$ cat config.mk
export PLATFORM = sky130hd
export DESIGN_NAME = tamper_guard
export DESIGN_NICKNAME = d
export VERILOG_FILES = /design/src/rtl/tamper_guard_pkg.sv /design/src/rtl/tamper_sync.sv /design/src/rtl/tamper_chan.sv /design/src/rtl/tamper_regs.sv /design/src/rtl/tamper_guard.sv
export SDC_FILE = /design/constraint.sdc
export NUM_CORES = 1
export LEC_CHECK = 0
export ABC_AREA = 1
export CAP_MARGIN = 20
export CELL_PAD_IN_SITES_DETAIL_PLACEMENT = 1
export CELL_PAD_IN_SITES_GLOBAL_PLACEMENT = 1
export CORE_MARGIN = 2
export CORE_UTILIZATION = 40
export CTS_BUF_LIST = sky130_fd_sc_hd__clkbuf_4
export DETAILED_ROUTE_END_ITERATION = 6
export DONT_BUFFER_PORTS = 1
export GPL_ROUTABILITY_DRIVEN = 1
export PLACE_DENSITY_LB_ADDON = 0.1
export SKIP_CTS_REPAIR_TIMING = 1
export SYNTH_ARGS = -nofsm -noshare
export SYNTH_HDL_FRONTEND = slang
export SYNTH_SLANG_ARGS = --single-unit
$ cat constraint.sdc
create_clock -name clk -period 0.8 [get_ports clk]
set_input_delay 0.12 -clock clk [delete_from_list [all_inputs] [get_ports clk]]
set_output_delay 0.12 -clock clk [all_outputs]
set_load 0.01 [all_outputs]
$ cat src/rtl/tamper_guard_pkg.sv
package tamper_guard_pkg;
   // control byte layout, bit 0 upward: arm, irq enable, switch type, level
   typedef struct packed {
      logic lvl_high;
      logic sw_open;
      logic irq_en;
      logic arm;
   } chan_cfg_t;

   localparam int CFG_W = $bits(chan_cfg_t);
endpackage

$ cat src/rtl/tamper_sync.sv
module tamper_sync #(
   parameter int STAGES = 2
) (
   input  logic clk,
   input  logic rst,
   input  logic d_in,
   output logic q_out
);
   generate
      if (STAGES < 2) begin : g_bad
         $error("tamper_sync needs at least two stages");
      end
   endgenerate

   logic [STAGES-1:0] chain_q;

   always_ff @(posedge clk) begin
      if (rst) chain_q <= '0;
      else     chain_q <= {chain_q[STAGES-2:0], d_in};
   end

   assign q_out = chain_q[STAGES-1];
endmodule

$ cat src/rtl/tamper_chan.sv
module tamper_chan
   import tamper_guard_pkg::*;
(
   input  logic      clk,
   input  logic      rst,
   input  logic      pin_s,
   input  chan_cfg_t cfg,
   output logic      flag_o
);
   logic hit;
   logic flag_q;

   // open switch: pin at the chosen level; closed switch: pin away from it
   always_comb begin
      if (cfg.sw_open) hit = (pin_s == cfg.lvl_high);
      else             hit = (pin_s != cfg.lvl_high);
   end

   always_ff @(posedge clk) begin
      if (rst)           flag_q <= 1'b0;
      else if (!cfg.arm) flag_q <= 1'b0;
      else if (hit)      flag_q <= 1'b1;
   end

   assign flag_o = flag_q;
endmodule

$ cat src/rtl/tamper_regs.sv
module tamper_regs
   import tamper_guard_pkg::*;
#(
   parameter int CH        = 2,
   parameter int ADDR_W    = 4,
   parameter int DATA_W    = 8,
   parameter int FLAG_ADDR = 15
) (
   input  logic                   clk,
   input  logic                   rst,
   input  logic                   wr_en,
   input  logic [ADDR_W-1:0]      addr,
   input  logic [DATA_W-1:0]      wr_data,
   input  logic [CH-1:0]          flags,
   output chan_cfg_t [CH-1:0]     cfg_o,
   output logic                   bat_ie_o,
   output logic [DATA_W-1:0]      rd_data
);
   localparam logic [ADDR_W-1:0] GLB_A = ADDR_W'(CH);
   localparam logic [ADDR_W-1:0] FLG_A = ADDR_W'(FLAG_ADDR);

   generate
      if (DATA_W < CFG_W || DATA_W < CH) begin : g_bad_w
         $error("data width too small for control or flag fields");
      end
      if (CH + 1 >= FLAG_ADDR || FLAG_ADDR >= (1 << ADDR_W)) begin : g_bad_a
         $error("register map does not fit the address space");
      end
   endgenerate

   chan_cfg_t [CH-1:0] cfg_q;
   logic               bat_q;

   always_ff @(posedge clk) begin
      if (rst) begin
         cfg_q <= '0;
         bat_q <= 1'b0;
      end else if (wr_en) begin
         for (int k = 0; k < CH; k++) begin
            if (addr == ADDR_W'(k)) cfg_q[k] <= chan_cfg_t'(wr_data[CFG_W-1:0]);
         end
         if (addr == GLB_A) bat_q <= wr_data[0];
      end
   end

   always_comb begin
      rd_data = '0;
      for (int k = 0; k < CH; k++) begin
         if (addr == ADDR_W'(k)) rd_data[CFG_W-1:0] = cfg_q[k];
      end
      if (addr == GLB_A) rd_data[0] = bat_q;
      if (addr == FLG_A) rd_data[CH-1:0] = flags;
   end

   assign cfg_o    = cfg_q;
   assign bat_ie_o = bat_q;
endmodule

$ cat src/rtl/tamper_guard.sv
module tamper_guard
   import tamper_guard_pkg::*;
#(
   parameter int CH          = 2,
   parameter int SYNC_STAGES = 2,
   parameter int ADDR_W      = 4,
   parameter int DATA_W      = 8,
   parameter int FLAG_ADDR   = 15
) (
   input  logic              clk,
   input  logic              rst,
   input  logic [CH-1:0]     tamper_pin,
   input  logic              on_battery,
   input  logic              wr_en,
   input  logic [ADDR_W-1:0] addr,
   input  logic [DATA_W-1:0] wr_data,
   output logic [DATA_W-1:0] rd_data,
   output logic              irq_out
);
   generate
      if (CH < 1) begin : g_bad_ch
         $error("at least one channel required");
      end
   endgenerate

   chan_cfg_t [CH-1:0] cfg;
   logic [CH-1:0]      pin_s;
   logic [CH-1:0]      flag_q;
   logic [CH-1:0]      ch_en;
   logic [CH-1:0]      ch_ie;
   logic               bat_ie;

   tamper_regs #(
      .CH(CH), .ADDR_W(ADDR_W), .DATA_W(DATA_W), .FLAG_ADDR(FLAG_ADDR)
   ) u_regs (
      .clk(clk), .rst(rst), .wr_en(wr_en), .addr(addr), .wr_data(wr_data),
      .flags(flag_q), .cfg_o(cfg), .bat_ie_o(bat_ie), .rd_data(rd_data)
   );

   for (genvar k = 0; k < CH; k++) begin : g_ch
      tamper_sync #(.STAGES(SYNC_STAGES)) u_sync (
         .clk(clk), .rst(rst), .d_in(tamper_pin[k]), .q_out(pin_s[k])
      );
      tamper_chan u_chan (
         .clk(clk), .rst(rst), .pin_s(pin_s[k]), .cfg(cfg[k]), .flag_o(flag_q[k])
      );
      assign ch_en[k] = cfg[k].arm;
      assign ch_ie[k] = cfg[k].irq_en;
   end

   assign irq_out = (|(flag_q & ch_ie)) & (~on_battery | bat_ie);
endmodule

==> impl_metrics.tcl, run 1 <==
set metrics [dict create \
    crit_type "flop to primary output" \
    skew_ns 0.000202 \
    antenna_cells 0 \
    async_flop_share_pct 0 \
    worst-path-stages 2 \
    drv_slew 0 \
    fillCellCount 259 \
    synth-edff-count 0 \
    cts_buffers 3 \
    setup.worst_path.start "u_regs.cfg_o[1]" \
    fin_tns_setup_ns -1.56 \
    crit_required_ns 0.68 \
    crit_path_end_kind "primary output" \
    power_leakage_uw 0.000536 \
    grt_pass1_wl_mm 3.24 \
    ant_nets 0 \
    dieHeight_um 48.9 \
    synth_area_um2 806 \
    synth_common_cells "36 x nand2_1, 25 x nor2_1, 21 x inv_1" \
    setup_ws_ns -0.294 \
    slowest_delay_ns 0.33 \
    power.density_mw_per_mm2 1350 \
    cts_buffer_depth 2 \
    drv_cap 0 \
    antenna_found_initial 0 \
    hold_viol_final 0 \
    finalCritPeriodShare_pct 137 \
    yosysMostFrequentCell "nand2_1" \
    layout-drive-gt1-share_pct 34.5 \
    path_delay_family "flip-flops" \
    cp_slowest_cell "dfxtp_2" \
    cp_max_fo 3 \
    critPathBufInv 1 \
    fp.coreArea_mm2 0.00192 \
    arrival_ns 0.97 \
    max_freq_mhz 914 \
    seqCellArea_um2 313 \
    ys_seq_area_share_pct 37.3 \
    setup_violations 7 \
    dp_hpwl_mm 1.51 \
    via_per_inst 4.56 \
    vias 784 \
    cp-endpoint "rd_data[1]" \
    syn_avg_cell_area_um2 6.50 \
    cts_tree "yes" \
    start_util_pct 41.9 \
    min_period_ns 1.09 \
    regToRegStartpoint "u_regs.cfg_o[3]" \
    grt_overflow 0 \
    routabilityCongestion 0.786 \
    clk_pin_slew_ns 0.09 \
    cts_max_level 1 \
    drtIter0Drc 8 \
    synth_top_area_cell "dfxtp_1" \
    wirelength_mm 2.23 \
    layout.nets 164 \
    dp_cells 155 \
    vdd_drop_max_mv 1.12 \
    area_growth_pct 35.6 \
    insertion_delay_ns 0.29 \
    synth_top_area_share_pct 37.3 \
    yosys-top-cells-area "dfxtp_1 37%, nand2_1 17%, nor2_1 12%, inv_1 9.8%, nand3_1 5.6%" \
    hold_class "input pin to flop" \
    ff2ff_path_depth 7 \
    ys_ff_latch 15 \
    worst-r2r-setup-slack_ns -0.13 \
    yosys_most_used_dff "dfxtp_1" \
    route.detailed.drc 0 \
    grt_usage_pct 18.6 \
    violations "setup timing" \
    row_count 16 \
    p_total_uw 1470 \
    synth_cell_types 16 \
    io_pins 27 \
    syn_inst 124 \
    path_cells "inv_2 -> o211ai_1" \
    final_cells 172 \
    grt_pass1_vias 766 \
    die_x_um 48.9 \
    root_buffer "clkbuf_4" \
    rsz0062_at_grt "yes" \
    firstDrtPassIters 3 \
    r2r-end "g_ch[0].u_chan.flag_o" \
    routedWlPerCell_um 12.9 \
    cp-start-kind "flop" \
    yosysWarnings 0 \
    clock_sinks 15 \
    fin_util_pct 56.8 \
    die_area_mm2 0.00239 \
    grt_max_degree 10 \
    io_buffers 0 \
    outcome "finished, violations left" \
    multi_input_area_um2 457 \
]
[kinds of logic after synthesis]
kind of cell,count (synthesis),synth area share [%]
buf+inv,27,14.4
simple gates,77,44.6
compound gates,4,3.26
other cells,1,0.465
flops,15,37.3
[state kept, by name (all words and copies together), names as in the netlist]
| register | flops |
|---|---|
| g_ch.u_chan.flag_o | 2 |
| u_regs.bat_ie_o | 1 |
| g_ch.u_sync.chain_q | 4 |
| u_regs.cfg_o | 8 |
[metal layers]
| layer | global-route usage [%] | vias to the layer above | share of wire, % |
|---|---|---|---|
| met2 | 30.8 | 15 | 52 |
| met5 | 0 | - | 0 |
| met1 | 21.9 | 362 | 43 |
| met4 | 11.4 | 0 | 2.4 |
| li1 | - | 403 | - |
| met3 | 3.99 | 4 | 3.2 |
[worst min-delay path: stages]
cell and delay (ns):
nand3_4 0.10, nor2_1 0.05, nor2_1 0.08
[how the worst min path moves through the flow]
stage	cells past startpoint	slack, ns	to	startpoint
3_5_place_dp	1	0.19	g_ch[1].u_sync.chain_q[1]	rst
4_1_cts	1	-0.12	g_ch[1].u_sync.chain_q[0]	rst
5_1_grt	3	0.09	u_regs.cfg_o[4]	wr_en
2_1_floorplan	1	0.19	g_ch[0].u_sync.chain_q[0]	rst
3_3_place_gp	1	0.19	g_ch[0].u_sync.chain_q[0]	rst
6_report	3	0.09	u_regs.cfg_o[5]	wr_en
[per-stage QoR]
stage | setup WS, ns | instance area (um2) | hold WS (ns)
after floorplan | 0.0396 | 817 | 0.191
after global placement | -0.0286 | 871 | 0.192
after detailed placement | -0.0691 | 871 | 0.194
after CTS | -0.375 | 901 | -0.119
after global routing | -0.364 | 1090 | 0.0931
final | -0.294 | 1090 | 0.0909
[area by class of cell]
| class | count | share of cell area, % |
|---|---|---|
| Multi-Input combinational cell | 85 | 41.8 |
| Sequential cell | 15 | 28.6 |
| Timing Repair Buffer | 18 | 15.8 |
| Inverter | 23 | 7.90 |
| Tap cell | 27 | 3.09 |
| Clock buffer | 4 | 2.75 |
[power breakdown]
part	switching [uW]	internal (uW)
Clock	271	228
Combinational	107	87.1
Sequential	11.4	768
[placed cells by master (no fill, tap or decap)]
| cell | synthesis | final |
|---|---|---|
| conb_1 | 1 | 4 |
| nand4_1 | 1 | 1 |
| nand2_2 | 0 | 3 |
| nor2_8 | 1 | 1 |
| dfxtp_2 | 0 | 10 |
| nand3_4 | 2 | 2 |
| inv_2 | 1 | 8 |
| dlygate4sd3_1 | 0 | 7 |
| nor2_1 | 25 | 25 |
| nand2_4 | 0 | 2 |
| o22ai_2 | 0 | 3 |
| buf_6 | 0 | 2 |
| buf_4 | 4 | 8 |
| o211ai_1 | 1 | 1 |
| nor2_4 | 1 | 1 |
| nor2_2 | 2 | 2 |
| nand3_2 | 0 | 3 |
| nand2_1 | 36 | 31 |
| nand3_1 | 9 | 6 |
| buf_12 | 0 | 1 |
| clkbuf_4 | 0 | 4 |
| inv_1 | 21 | 14 |
| dfxtp_1 | 15 | 5 |
| clkinv_1 | 1 | 1 |
No activity file was read; power rests on OpenSTA's default activity.
==> run 2: changes to the inputs <==
Settings changed: CORE_UTILIZATION 40 to 25.
==> run 2 against run 1 <==
The flow still finishes with violations (setup timing). Cell count rose by 13%. Power fell by 1.2%. Hold slack improved by 0.011 ns. Critical endpoint unchanged.
==> impl_metrics.tcl, run 2 (synthesis gave the netlist of run 1 again) <==
set metrics [dict create \
    wirelength_mm 2.17 \
    insertion_delay_ns 0.28 \
    cp_max_fo 3 \
    arrival_ns 0.98 \
    root_buffer "clkbuf_4" \
    min_period_ns 1.10 \
    ant_nets 0 \
    power_leakage_uw 0.000562 \
    start_util_pct 26.4 \
    crit_path_end_kind "primary output" \
    fillCellCount 396 \
    layout-drive-gt1-share_pct 37.3 \
    crit_type "flop to primary output" \
    violations "setup timing" \
    outcome "finished, violations left" \
    drv_slew 0 \
    antenna_found_initial 0 \
    grt_pass1_wl_mm 3.33 \
    grt_usage_pct 12.4 \
    cts_buffer_depth 2 \
    route.detailed.drc 0 \
    cts_buffers 3 \
    final_common_cell "nand2_1" \
    antenna_cells 0 \
    clk_pin_slew_ns 0.09 \
    fin_tns_setup_ns -1.53 \
    setup_violations 7 \
    path_cells "inv_2 -> o211ai_1 -> buf_4" \
    power.density_mw_per_mm2 1260 \
    cp-start-kind "flop" \
    holdWs_ns 0.102 \
    hold_viol_final 0 \
    io_pins 27 \
    row_count 20 \
    area_growth_pct 43.0 \
    cts_max_level 1 \
    hp-start "wr_en" \
    die_area_mm2 0.00369 \
    dp_cells 180 \
    routedWlPerCell_um 11.2 \
    max_freq_mhz 911 \
    hold_class "input pin to flop" \
    skew_ns 0.00133 \
    finalCritPeriodShare_pct 137 \
    drtIter0Drc 0 \
    setup.worst_path.start "u_regs.cfg_o[1]" \
    slowest_delay_ns 0.33 \
    drv_cap 0 \
    grt_max_degree 10 \
    vias 814 \
    io_buffers 0 \
    postLayoutCellArea_mm2 0.00115 \
    routabilityCongestion 0.722 \
    grt_overflow 0 \
    vdd_drop_max_mv 0.666 \
    post_dp_cell_area_um2 952 \
    setup_ws_ns -0.298 \
    cts_tree "yes" \
    via_per_inst 4.20 \
    crit_required_ns 0.68 \
    rsz0062_at_grt "yes" \
    clock_sinks 15 \
    cp_slowest_cell "dfxtp_2" \
    fp.coreArea_mm2 0.00305 \
    die_x_um 60.8 \
    dp_hpwl_mm 1.64 \
    most-common-layout-cells "29 x nand2_1, 25 x nor2_1, 13 x inv_1" \
    grt_pass1_vias 762 \
    largest_register_ffs 8 \
    firstDrtPassIters 1 \
    dieHeight_um 60.8 \
    final_cells 194 \
    layout.nets 169 \
    regToRegStartpoint "u_regs.cfg_o[7]" \
]
==> run 2: changes by cell type in the layout (fill, tap and decap cells not counted), sizes merged <==
| cell | delta |
|---|---|
| buf | +5 |
==> run 2: stage by stage <==
stage               power, uW  worst slack, ns  util [%]
finish                   1460           -0.298      37.7
floorplan                 900           0.0396         -
detailed placement        938          -0.0542      31.2
global placement          935          -0.0430      31.2
CTS                      1420           -0.382      32.2
global route             1540           -0.355      37.7
==> run 2: layer usage <==
metal / GRT usage (%) / wire [um] / vias up
li1: - / - / 417
met1: 13.7 / 931 / 378
met2: 21.8 / 1110 / 17
met3: 3.62 / 115 / 2
met4: 5.59 / 14 / 0
met5: 0 / 0 / -
==> run 2: final timing paths <==
path                               end  cells past startpoint  slack (ns)
max                         rd_data[1]                      3       -0.30
min                    u_regs.cfg_o[7]                      3        0.10
max reg2reg      g_ch[1].u_chan.flag_o                      8       -0.13
min reg2reg  g_ch[0].u_sync.chain_q[1]                      2        0.40
==> run 2: area by class of cell <==
cell class                 count  area [um2]  area share, %
tap                           44        55.1           4.78
multi-input combinational     85         457           39.6
clock buffer                   4        30.0           2.61
sequential                    15         310           26.9
timing repair buffer          23         214           18.6
inverter                      23        86.3           7.49
==> run 2: critical path: cells and delay by family (launching register included) <==
family / cells / cell delay [ns]
DFF: 1 / 0.33
AOI/OAI and AO/OA: 1 / 0.17
buffers and inverters: 2 / 0.19
==> run 2: report_power, final <==
part	switching, uW	internal [uW]	total [uW]	leakage, uW
Sequential	11.8	768	779	0.000126
Clock	248	227	475	0.0000184
Combinational	105	96.0	201	0.000418
Total	365	1090	1460	0.000562
==> run 3: changes to the inputs <==
Settings changed: CORE_UTILIZATION 25 to 35, PLACE_DENSITY set to 0.69, PLACE_DENSITY_LB_ADDON 0.1 to not set.
==> run 3 against run 2 <==
The run ends with hold timing, setup timing left. Clock power shrank 4%. Largest power group unchanged. Sequential share of layout area grew 3.6 points. Critical path depth is the same. Die area shrank 27%. Clock skew shrank 0.0011 ns.
==> impl_metrics.tcl, run 3 (synthesis gave the netlist of run 1 again) <==
set metrics [dict create \
    fin_tns_setup_ns -1.53 \
    clk_pin_slew_ns 0.10 \
    antenna_cells 0 \
    power.density_mw_per_mm2 1370 \
    root_buffer "clkbuf_4" \
    fin_util_pct 46.8 \
    clock_sinks 15 \
    dp_hpwl_mm 1.51 \
    grt_pass1_vias 734 \
    most-common-layout-cells "33 x nand2_1, 25 x nor2_1, 17 x inv_1" \
    outcome "finished, violations left" \
    vias 773 \
    cts_buffers 3 \
    insertion_delay_ns 0.29 \
    io_pins 27 \
    dieHeight_um 52.0 \
    power_leakage_uw 0.000516 \
    finalCritPeriodShare_pct 143 \
    via_per_inst 4.49 \
    fp.coreArea_mm2 0.00219 \
    layout-drive-gt1-share_pct 27.8 \
    crit_required_ns 0.68 \
    cts_tree "yes" \
    rsz0062_at_grt "yes" \
    grt_max_degree 10 \
    final_common_cell "nand2_1" \
    setup_ws_ns -0.346 \
    ant_nets 0 \
    wirelength_mm 1.99 \
    row_count 17 \
    start_util_pct 36.8 \
    arrival_ns 1.03 \
    max_freq_mhz 873 \
    holdWs_ns -0.0290 \
    drv_cap 0 \
    cp-start-kind "flop" \
    cp_max_fo 3 \
    cts_max_level 1 \
    cts_buffer_depth 2 \
    routabilityCongestion 0.786 \
    die_x_um 52.0 \
    grt_overflow 0 \
    largest_register_ffs 8 \
    drv_slew 0 \
    min_period_ns 1.15 \
    firstDrtPassIters 4 \
    fillCellCount 308 \
    skew_ns 0.000233 \
    grt_usage_pct 15.6 \
    crit_path_end_kind "primary output" \
    grt_pass1_wl_mm 3.02 \
    hold_viol_final 2 \
    antenna_found_initial 0 \
    route.detailed.drc 0 \
    layout.nets 163 \
    routedWlPerCell_um 11.6 \
    hold_class "input pin to flop" \
    vdd_drop_max_mv 0.790 \
    violations "hold timing, setup timing" \
    die_area_mm2 0.00270 \
    area_growth_pct 27.2 \
    io_buffers 0 \
    worst-r2r-setup-slack_ns -0.04 \
    setup_violations 8 \
    crit_type "flop to primary output" \
    drtIter0Drc 5 \
]
-- run 3: power by group --
group	internal, uW	switching, uW
Clock	186	271
Sequential	768	9.61
Combinational	74.5	95.5
-- run 3: path summary, 6_finish.rpt --
path | end | startpoint | cells after the start
min | u_regs.cfg_o[0] | wr_data[0] | 2
min reg2reg | g_ch[1].u_sync.chain_q[1] | g_ch[1].u_sync.chain_q[0] | 2
max reg2reg | u_regs.cfg_o[1] | u_regs.cfg_o[1] | 6
max | rd_data[1] | u_regs.cfg_o[1] | 3
-- run 3: routing by layer --
layer  vias up  routed length [um]  global-route usage [%]
met3         2                  80                    2.87
met5         -                   0                       0
li1        403                   -                       -
met2        14                 972                    25.5
met1       354                 921                    19.8
met4         0                  14                    6.58
-- run 3: cell type report --
cell class                      count  area (um2)  area share, %
Multi-Input combinational cell     85         418           40.8
Clock buffer                        3        22.5           2.20
Inverter                           23        86.3           8.42
Sequential cell                    15         313           30.5
Clock inverter                      1        5.00          0.488
Timing Repair Buffer               17         145           14.2
Tap cell                           28        35.0           3.42
-- run 3: through the flow --
| stage | worst slack, ns | instances | instance area [um2] | power, uW |
|---|---|---|---|---|
| 3_3_place_gp | -0.0325 | 160 | 890 | 915 |
| 5_1_grt | -0.394 | 172 | 1020 | 1490 |
| 2_1_floorplan | 0.0396 | 127 | 817 | 900 |
| 6_report | -0.346 | 172 | 1020 | 1400 |
| 3_5_place_dp | -0.0608 | 160 | 890 | 922 |
| 4_1_cts | -0.391 | 164 | 917 | 1370 |
-- run 3: critical path, cell delays in order, from the launching register on --
cell	delay, ns
dfxtp_2	0.33
inv_2	0.04
o211ai_1	0.20
buf_4	0.16
